==> config.mk <==
export PLATFORM = sky130hd
export DESIGN_NAME = prio_irq_ctrl
export DESIGN_NICKNAME = d
export VERILOG_FILES = /design/src/rtl/prio_irq_pkg.sv /design/src/rtl/prio_irq_decode.sv /design/src/rtl/prio_irq_datapath.sv /design/src/rtl/prio_irq_ctrl.sv
export SDC_FILE = /design/constraint.sdc
export NUM_CORES = 2
export LEC_CHECK = 0
export BUFFER_PORTS_ARGS = -buffer_cell sky130_fd_sc_hd__clkbuf_2
export CAP_MARGIN = 30
export CORE_MARGIN = 2
export CORE_UTILIZATION = 45
export CTS_CLUSTER_DIAMETER = 150
export DETAILED_ROUTE_END_ITERATION = 16
export PLACE_DENSITY = 0.61
export SYNTH_ARGS = -nofsm -noshare
export SYNTH_HDL_FRONTEND = slang
export SYNTH_SLANG_ARGS = --single-unit
export TNS_END_PERCENT = 1
==> constraint.sdc <==
create_clock -name clk -period 3.01 [get_ports clk]
set_clock_uncertainty 0.1 [all_clocks]
set_input_delay 0.301 -clock clk [delete_from_list [all_inputs] [get_ports clk]]
set_output_delay 0.301 -clock clk [all_outputs]
set_load 0.01 [all_outputs]
==> src/rtl/prio_irq_pkg.sv <==
package prio_irq_pkg;
  localparam int PRIM_CHANS = 40;
  localparam int SEC_SRCS   = 32;
  localparam int WORD_W     = 32;
  localparam int BANKS      = (PRIM_CHANS + WORD_W - 1) / WORD_W;
  localparam int CHAN_W     = $clog2(PRIM_CHANS + 1);
  localparam int MAP_IW     = $clog2(PRIM_CHANS);

  typedef enum logic [3:0] {
    RD_NONE, RD_STATUS, RD_ENABLE, RD_INDEX, RD_MASK,
    RD_POL, RD_TYPE, RD_SECSTAT, RD_SECEN, RD_MAP
  } rdsel_e;

  typedef struct packed {
    logic [BANKS-1:0] statClr;
    logic [BANKS-1:0] enSet;
    logic [BANKS-1:0] enClr;
    logic [BANKS-1:0] polWr;
    logic [BANKS-1:0] typWr;
    logic             maskWr;
    logic             mapWr;
    logic             secClr;
    logic             secEnSet;
    logic             secEnClr;
    logic [1:0]       bank;
    logic [6:0]       mapIdx;
    rdsel_e           rdSel;
  } strobe_t;
endpackage

==> src/rtl/prio_irq_decode.sv <==
module prio_irq_decode
  import prio_irq_pkg::*;
#(
  parameter int ADDR_W = 12
) (
  input  logic              busSel,
  input  logic              busWr,
  input  logic [ADDR_W-1:0] busAddr,
  output strobe_t           st
);
  logic wrHit, rdHit;
  logic [ADDR_W-7:0] upperA;
  logic [1:0] grp, bk;
  logic [BANKS-1:0] bankHot;
  logic mapOk;

  always_comb begin
    wrHit  = busSel && (busAddr[1:0] == 2'b00) && busWr;
    rdHit  = busSel && (busAddr[1:0] == 2'b00) && !busWr;
    upperA = busAddr[ADDR_W-1:6];
    grp    = busAddr[5:4];
    bk     = busAddr[3:2];
    for (int b = 0; b < BANKS; b++) bankHot[b] = (int'(bk) == b);
    mapOk  = (busAddr[ADDR_W-1:9] == 1) && (int'(busAddr[8:2]) < PRIM_CHANS);

    st        = '0;
    st.rdSel  = RD_NONE;
    st.bank   = bk;
    st.mapIdx = busAddr[8:2];

    if (upperA == 0) begin
      unique case (grp)
        2'd0: if (rdHit) st.rdSel = RD_STATUS;
        2'd1: if (wrHit) st.statClr = bankHot;
        2'd2: begin
          if (wrHit) st.enSet = bankHot;
          if (rdHit) st.rdSel = RD_ENABLE;
        end
        default: begin
          if (wrHit) st.enClr = bankHot;
          if (rdHit) st.rdSel = RD_ENABLE;
        end
      endcase
    end else if (upperA == 1) begin
      if (grp == 2'd0 && bk == 2'd0) begin
        if (rdHit) st.rdSel = RD_INDEX;
      end else if (grp == 2'd0 && bk == 2'd1) begin
        st.maskWr = wrHit;
        if (rdHit) st.rdSel = RD_MASK;
      end else if (grp == 2'd1) begin
        if (wrHit) st.polWr = bankHot;
        if (rdHit) st.rdSel = RD_POL;
      end else if (grp == 2'd2) begin
        if (wrHit) st.typWr = bankHot;
        if (rdHit) st.rdSel = RD_TYPE;
      end
    end else if (upperA == 2 && busAddr[5] == 1'b0 && busAddr[2] == 1'b0) begin
      unique case (busAddr[4:3])
        2'd0: if (rdHit) st.rdSel = RD_SECSTAT;
        2'd1: st.secClr = wrHit;
        2'd2: begin
          st.secEnSet = wrHit;
          if (rdHit) st.rdSel = RD_SECEN;
        end
        default: begin
          st.secEnClr = wrHit;
          if (rdHit) st.rdSel = RD_SECEN;
        end
      endcase
    end else if (mapOk) begin
      st.mapWr = wrHit;
      if (rdHit) st.rdSel = RD_MAP;
    end
  end
endmodule

==> src/rtl/prio_irq_datapath.sv <==
module prio_irq_datapath
  import prio_irq_pkg::*;
(
  input  logic                  clk,
  input  logic                  rstN,
  input  strobe_t               st,
  input  logic [WORD_W-1:0]     busWdata,
  input  logic [PRIM_CHANS-2:0] srcLines,
  input  logic [SEC_SRCS-1:0]   secLines,
  output logic [WORD_W-1:0]     busRdata,
  output logic                  irqOut,
  output logic [CHAN_W-1:0]     winIdx,
  output logic [CHAN_W-1:0]     maskIdx,
  output logic [PRIM_CHANS-1:0] enableVec,
  output logic [SEC_SRCS-1:0]   secPend
);
  localparam int PAD_W = BANKS * WORD_W;

  logic [PRIM_CHANS-1:0] enableQ, polQ, typQ, statusQ, qPrev, qual, elig;
  logic [CHAN_W-1:0]     chanMap [PRIM_CHANS];
  logic [CHAN_W-1:0]     maskQ;
  logic [SEC_SRCS-1:0]   secStatus, secEn, secPrev;
  logic [PRIM_CHANS-1:0] lineVec;
  logic                  secAny;

  assign secAny  = |(secStatus & secEn);
  assign lineVec = {srcLines, secAny};

  genvar gc;
  generate
    for (gc = 0; gc < PRIM_CHANS; gc++) begin : g_chan
      localparam int BK = gc / WORD_W;
      localparam int BT = gc % WORD_W;
      logic srcSel, rise, clrHit;
      assign srcSel = (int'(chanMap[gc]) < PRIM_CHANS) ? lineVec[chanMap[gc][MAP_IW-1:0]] : 1'b0;
      assign qual[gc] = srcSel ^ polQ[gc];
      assign rise     = qual[gc] & ~qPrev[gc];
      assign clrHit   = st.statClr[BK] & busWdata[BT];
      assign elig[gc] = statusQ[gc] & enableQ[gc] & (CHAN_W'(gc) < maskQ);

      always_ff @(posedge clk or negedge rstN) begin
        if (!rstN) begin
          enableQ[gc] <= 1'b0;
          polQ[gc]    <= 1'b0;
          typQ[gc]    <= 1'b1;
          statusQ[gc] <= 1'b0;
          qPrev[gc]   <= 1'b0;
          chanMap[gc] <= CHAN_W'(gc);
        end else begin
          qPrev[gc] <= qual[gc];
          if (st.enSet[BK] && busWdata[BT]) enableQ[gc] <= 1'b1;
          else if (st.enClr[BK] && busWdata[BT]) enableQ[gc] <= 1'b0;
          if (st.polWr[BK]) polQ[gc] <= busWdata[BT];
          if (st.typWr[BK]) typQ[gc] <= busWdata[BT];
          if (st.mapWr && int'(st.mapIdx) == gc) chanMap[gc] <= busWdata[CHAN_W-1:0];
          if (typQ[gc]) statusQ[gc] <= qual[gc];
          else          statusQ[gc] <= rise | (statusQ[gc] & ~clrHit);
        end
      end
    end
  endgenerate

  always_ff @(posedge clk or negedge rstN) begin
    if (!rstN) begin
      maskQ     <= CHAN_W'(PRIM_CHANS);
      secStatus <= '0;
      secEn     <= '0;
      secPrev   <= '0;
    end else begin
      secPrev <= secLines;
      if (st.maskWr) maskQ <= busWdata[CHAN_W-1:0];
      secStatus <= (secLines & ~secPrev) |
                   (secStatus & ~(st.secClr ? busWdata[SEC_SRCS-1:0] : '0));
      if (st.secEnSet)      secEn <= secEn | busWdata[SEC_SRCS-1:0];
      else if (st.secEnClr) secEn <= secEn & ~busWdata[SEC_SRCS-1:0];
    end
  end

  // lowest-numbered eligible channel wins
  always_comb begin
    winIdx = CHAN_W'(PRIM_CHANS);
    for (int i = PRIM_CHANS - 1; i >= 0; i--)
      if (elig[i]) winIdx = CHAN_W'(i);
  end

  assign irqOut    = (|elig) | secAny;
  assign maskIdx   = maskQ;
  assign enableVec = enableQ;
  assign secPend   = secStatus;

  logic [PAD_W-1:0] padSrc;
  logic             bankOk;

  always_comb begin
    bankOk = int'(st.bank) < BANKS;
    padSrc = '0;
    unique case (st.rdSel)
      RD_STATUS: padSrc[PRIM_CHANS-1:0] = statusQ;
      RD_ENABLE: padSrc[PRIM_CHANS-1:0] = enableQ;
      RD_POL:    padSrc[PRIM_CHANS-1:0] = polQ;
      RD_TYPE:   padSrc[PRIM_CHANS-1:0] = typQ;
      default:   padSrc = '0;
    endcase
    busRdata = '0;
    unique case (st.rdSel)
      RD_STATUS, RD_ENABLE, RD_POL, RD_TYPE:
        if (bankOk) busRdata = padSrc[int'(st.bank)*WORD_W +: WORD_W];
      RD_INDEX:   busRdata[16 +: CHAN_W] = winIdx;
      RD_MASK:    busRdata[CHAN_W-1:0] = maskQ;
      RD_SECSTAT: busRdata[SEC_SRCS-1:0] = secStatus;
      RD_SECEN:   busRdata[SEC_SRCS-1:0] = secEn;
      RD_MAP:     busRdata[CHAN_W-1:0] = chanMap[st.mapIdx[MAP_IW-1:0]];
      default:    busRdata = '0;
    endcase
  end
endmodule

==> src/rtl/prio_irq_ctrl.sv <==
module prio_irq_ctrl
  import prio_irq_pkg::*;
#(
  parameter int ADDR_W = 12
) (
  input  logic                  clk,
  input  logic                  rstN,
  input  logic                  busSel,
  input  logic                  busWr,
  input  logic [ADDR_W-1:0]     busAddr,
  input  logic [WORD_W-1:0]     busWdata,
  output logic [WORD_W-1:0]     busRdata,
  input  logic [PRIM_CHANS-2:0] srcLines,
  input  logic [SEC_SRCS-1:0]   secLines,
  output logic                  irqOut
);
  strobe_t               strobes;
  logic [CHAN_W-1:0]     winIdx, maskIdx;
  logic [PRIM_CHANS-1:0] enableVec;
  logic [SEC_SRCS-1:0]   secPend;

  prio_irq_decode #(.ADDR_W(ADDR_W)) u_decode (
    .busSel (busSel),
    .busWr  (busWr),
    .busAddr(busAddr),
    .st     (strobes)
  );

  prio_irq_datapath u_dpath (
    .clk      (clk),
    .rstN     (rstN),
    .st       (strobes),
    .busWdata (busWdata),
    .srcLines (srcLines),
    .secLines (secLines),
    .busRdata (busRdata),
    .irqOut   (irqOut),
    .winIdx   (winIdx),
    .maskIdx  (maskIdx),
    .enableVec(enableVec),
    .secPend  (secPend)
  );
endmodule

### Word-level counts from Yosys, hierarchy flattened

Cells that the tools add are included.
Widths: inputs -> output; s select.

| storage, ports and cells | value |
|---|---|
| flip-flop bits (word level) | 542 |

| cells by class | value |
|---|---|
| order comparisons | 123 |
| eq/ne operators | 57 |
| shifts and indexed selects | 1 |
| multiplexer cells | 329 |
| bitwise operators | 373 |
| reduce and logical (&&, ||, !) cells | 182 |

Operators with widths:

| operator | count |
|---|---|
| $lt 6x7->1 const B | 40 |
| $bmux 1 s6 | 40 |
| $lt 6x6->1 const B | 40 |
| $mux 6 | 35 |
| $mux 1 | 207 |
| $and 1x1->1 | 200 |
| $pmux 40 s4 | 1 |
| $and 32x32->32 | 4 |
| $logic_and 1x1->1 | 128 |
| $mux 32 | 4 |
| $eq 7x6->1 const B | 16 |
| $lt 5x6->1 const A | 16 |
| $not 32->32 | 3 |
| $not 1->1 | 82 |
| $reduce_bool 2->1 | 41 |
| $mux 4 | 20 |
| $or 32x32->32 | 2 |
| $shiftx 64x8->32 | 1 |
| $pmux 10 s3 | 2 |
| $eq 7x5->1 const B | 8 |
| $eq 7x7->1 const B | 8 |
| $lt 4x6->1 const A | 8 |
| $lt 6x6->1 const A | 8 |
| $or 1x1->1 | 41 |
| 36 further kinds | 110 |

### Longest topological paths before layout

| logic depth | value |
|---|---|
| word-level depth | 43 |
| gate-level depth with buffers | 12 |
| gate-level depth less buffers | 8 |

### Modules after synthesis

From an unflattened synthesis, not the netlist that was laid out.

| second synthesis, totals | value |
|---|---|
| cells, all modules | 3,486 |
| area total of the unflattened synthesis | 41,359.7 um^2 |

Modules (own cells, without submodules):

| module | instances | cells an instance | area each (um^2) | seq. area each (um^2) |
|---|---|---|---|---|
| prio_irq_datapath | 1 | 3,414 | 40,915.5 | 13,740.7 |
| prio_irq_decode | 1 | 72 | 444.2 | 0.0 |

### Least setup slack after synthesis

No wires, ideal clock.

| timing path | value |
|---|---|
| path type | reg-to-output |
| from | reg u_dpath.maskQ[5], in the netlist u_dpath.maskIdx[5] |
| to | out busRdata[16] |
| arrival | 2.246 ns |
| slack | 0.363 ns |
| cell stages (with the launch flop) | 10 |
| cell sequence | dfstp_2 > clkbuf_1 > buf_1 > nor2_1 > a21oi_1 > a21oi_1 > o21a_1 > a2111oi_0 > o2111a_1 > o221ai_1 |

| between the ends | value |
|---|---|
| word-level cells in the longest chain between the ends | 43 |
| elaborated cells between the ends (all ways) | 121 |
| those cells by class | order compare: 40; mux: 41; bitwise: 40 |

RTL lines:

| what | line | text |
|---|---|---|
| start, declared | prio_irq_datapath.sv:21 | `logic [CHAN_W-1:0] maskQ;` |
| start signal, assigned | prio_irq_datapath.sv:65 | `maskQ <= CHAN_W'(PRIM_CHANS);` |
| start signal, assigned | prio_irq_datapath.sv:71 | `if (st.maskWr) maskQ <= busWdata[CHAN_W-1:0];` |
| $lt 6x6->1 | prio_irq_datapath.sv:39 | `assign elig[gc] = statusQ[gc] & enableQ[gc] & (CHAN_W'(gc) < maskQ);` |
| $and 1x1->1 | prio_irq_datapath.sv:39 |  |
| $mux 4 (8 in series) | prio_irq_datapath.sv:83 | `if (elig[i]) winIdx = CHAN_W'(i);` |
| $mux 6 (31 in series) | prio_irq_datapath.sv:83 |  |
| $mux 6 (*) | prio_irq_datapath.sv:83 |  |
| $pmux 6 s4 (*) | prio_irq_datapath.sv:105 | `unique case (st.rdSel)` |
| end, declared | prio_irq_ctrl.sv:12 | `output logic [WORD_W-1:0] busRdata,` |

Mark *: on every way between the ends. The rest lies on a longest branch, timed or not.

### Final worst setup path

| timing path | value |
|---|---|
| from | reg u_dpath.chanMap[231] in the netlist's numbering |
| to | out busRdata[3] |

| between the ends | value |
|---|---|
| word-level cells in the longest chain between the ends | 4 |

RTL lines:

| what | line | text |
|---|---|---|
| start, declared | prio_irq_datapath.sv:20 | `logic [CHAN_W-1:0] chanMap [PRIM_CHANS];` |
| start signal, assigned by index | prio_irq_datapath.sv:48 | `chanMap[gc] <= CHAN_W'(gc);` |
| $bmux 6 s6 | prio_irq_datapath.sv:112 | `RD_MAP: busRdata[CHAN_W-1:0] = chanMap[st.mapIdx[MAP_IW-1:0]];` |
| $mux 6 (implied by the code) (2 in series) | prio_irq_datapath.sv:112 |  |
| $pmux 6 s5 | prio_irq_datapath.sv:105 |  |

Every way passes these cells. The select of a mux whose other input is x is not followed.

==> results.json <==
{
  "grt_pass1_vias": 35532,
  "place_area_um2": 45700,
  "timing.rr.end": "u_dpath.statusQ[20]",
  "rows": 110,
  "coreArea_um2": 89600,
  "via_per_inst": 7.01,
  "wl_per_cell_um": 32.0,
  "cp_max_fo": 5,
  "overflow": 0,
  "maxCapViolCount": 0,
  "power_density_nw_per_um2": 382,
  "boundaryPins": 152,
  "ys_types": 89,
  "cp-startpoint": "u_dpath.chanMap[231]",
  "syn_area_per_cell_um2": 11.5,
  "dp.cells": 4910,
  "tightestPinTransition_ns": 0.893,
  "nNetsFinal": 4008,
  "drtAntennaViolNets": 0,
  "outcome": "complete, but fails checks",
  "numCtsBuffers": 66,
  "leakage_nw": 19.0,
  "maxSlewHeadroom_pct": 40.4,
  "setup_viol": 19,
  "cts_buffer_depth": 3,
  "die-area_um2": 92500,
  "async_flop_share_pct": 100,
  "synth-seq-cells": 542,
  "tns_ns": -5.21,
  "min_path_type": "in2reg",
  "fmax_mhz": 286,
  "vias": 35882,
  "grt_pass1_wl_um": 240000,
  "drtPass1Iterations": 6,
  "layout_commonest_cell": "nand2_1",
  "slew_violations": 0,
  "syn_inst": 3537,
  "htreeDepth": 3,
  "yosysSeqAreaShare_pct": 33.9,
  "layout-drive-gt1-share_pct": 48.2,
  "cts_sinks": 542,
  "finalNonFillerCells": 5121,
  "syn_nets": 3656,
  "track_usage_pct": 34.9,
  "dp_hpwl_um": 105000,
  "hold_viol": 0,
  "critical_path.max_stage_delay_ns": 0.58,
  "crit_path_start_kind": "flip-flop",
  "fp.dieH_um": 304,
  "postLayoutSetupSlackWorst_ns": -0.481,
  "syn_area_um2": 40500,
  "areaGrowthSynthToFinish_pct": 21.9,
  "setup.worst_path.end": "busRdata[3]",
  "min_period_ns": 3.49,
  "grt_max_degree": 92,
  "vdd_drop_max_uv": 332,
  "rsz0062_at_grt": "true",
  "critPathArrivalTime_ns": 3.09,
  "post-route-period-util_pct": 116,
  "antenna_found_initial": 9,
  "worstHoldStart": "busWdata[7]",
  "final_area_um2": 49400,
  "ys_warn_count": 0,
  "worstSetupPathType": "reg2out",
  "slowest_stage": "mux4_2",
  "hold_depth": 3,
  "synth_ff_type": "dfrtp_1",
  "crit_path_frequent_cell": "mux4_2",
  "synth_edf_count": 0,
  "synth_area_leader_cell": "dfrtp_1",
  "tritoncts": "built",
  "final_cell_mix": "nand2_1 (454), buf_4 (451), mux4_2 (443)",
  "worstRegToRegCells": 12,
  "drt_iter0_markers": 4571,
  "finalWirelength_um": 164000,
  "synth.top_cell.area_share_pct": 24.7,
  "clk_latency_ns": 0.65,
  "drc_errors": 0,
  "critical_path_required_ns": 2.61,
  "synth_area_leaders": "dfrtp_1 (25%), mux4_2 (25%), mux2_2 (10%)",
  "worstPathCellList": "mux4_2 -> mux4_2 -> mux2i_4 -> nor3_2 -> a2111o_1 -> buf_2",
  "io_buffers": 151,
  "start_util_pct": 45.2,
  "cts_root_buf": "clkbuf_16",
  "violations": "setup timing",
  "die_x_um": 304,
  "place.gp.congestion": 0.951,
  "path_clk_slew_ns": 0.06,
  "ff2ff_setup_slack_ns": -0.11,
  "critPathCaptureType": "primary output"
}
[synth_stat cells (32+ instances only)]
library cell / number
nor4_1: 35
o21ai_0: 74
clkbuf_1: 333
inv_1: 108
o21ai_1: 66
mux2_2: 363
dfrtp_1: 400
a31oi_1: 61
buf_2: 101
a22o_1: 45
a21oi_1: 99
nand2_1: 457
a22oi_1: 43
mux2i_1: 146
xor2_1: 32
mux4_2: 443
a32o_1: 40
dfstp_2: 142
nor2_1: 54
[layout make-up]
type,instances,area [um^2]
Fill cell,7529,40200
Multi-Input combinational cell,2425,25100
Sequential cell,542,13800
Timing Repair Buffer,746,6390
Clock buffer,95,1930
Tap cell,1176,1470
Inverter,108,405
Clock inverter,27,309
Antenna cell,2,5.00
[worst min-delay path by stage]
stage | to | slack [ns]
finish | u_dpath.enableVec[7] | 0.05
global route | flip-flop | 0.05
CTS | u_dpath.enableVec[7] | 0.03
detailed placement | u_dpath.secPrev[11] | 0.16
global placement | u_dpath.secPend[11] | 0.16
floorplan | async pin | -0.09
[sequential cells by signal, indices dropped and copies added (netlist names), named ones only]
name and flops:
u_dpath.enableVec 40, u_dpath.maskIdx 6, u_dpath.typQ 40, u_dpath.statusQ 40
u_dpath.secPrev 32, u_dpath.secPend 32, u_dpath.polQ 40, u_dpath.qPrev 40
u_dpath.chanMap 240
[worst max-delay path, delay by kind of cell, from the launching register on]
| family | cells | cell delay (ns) |
|---|---|---|
| flip-flops | 1 | 0.47 |
| multiplexers | 3 | 1.29 |
| buffers and inverters | 1 | 0.17 |
| AND/OR/NAND/NOR | 1 | 0.07 |
| AO/OA/AOI/OAI | 1 | 0.45 |
[layer usage]
| metal | share of wire, % | routed length, um | up-vias | GRT usage [%] |
|---|---|---|---|---|
| met3 | 14 | 22500 | 621 | 11.9 |
| li1 | - | - | 14353 | - |
| met5 | 0.042 | 69 | - | 0 |
| met2 | 44 | 72200 | 2828 | 52.8 |
| met4 | 5.8 | 9470 | 10 | 16.8 |
| met1 | 36 | 59500 | 18070 | 45.1 |
[cell families after synthesis]
kind of cell | Yosys count | synth area share (%)
xor gates and xnor gates | 41 | 0.886
buffers and inverters | 570 | 5.65
AOI/OAI and AO/OA | 675 | 12.0
muxes | 967 | 38.7
and+or+nand+nor | 742 | 8.89
DFF | 542 | 33.9
[through the flow]
stage	total power [mW]	worst slack [ns]	utilization [%]	hold slack (ns)
3_5_place_dp	10.5	-0.458	51.0	0.158
3_3_place_gp	10.4	-0.434	51.0	0.161
6_report	18.9	-0.481	55.1	0.0506
5_1_grt	19.4	-0.524	55.1	0.0536
4_1_cts	18.8	-0.472	54.7	0.0319
2_1_floorplan	9.09	0.363	-	-0.0946
[report_power, final]
group          total, mW  internal [mW]  switching (mW)  leakage, nW
clock               8.31           4.79            3.52         1.10
combinational       2.70           1.12            1.58         11.3
sequential          7.86           7.56           0.299         6.55
total               18.9           13.5            5.40         19.0
[repair_timing]
action,CTS,global route
gates cloned,0,1
gates resized for setup,89,66
setup endpoints to repair,34,66
hold buffers,58,0
endpoints found under the hold margin,349,0
pin swaps,28,31
buffers inserted,17,13
Note: power is estimated with default switching activity, not from simulation.
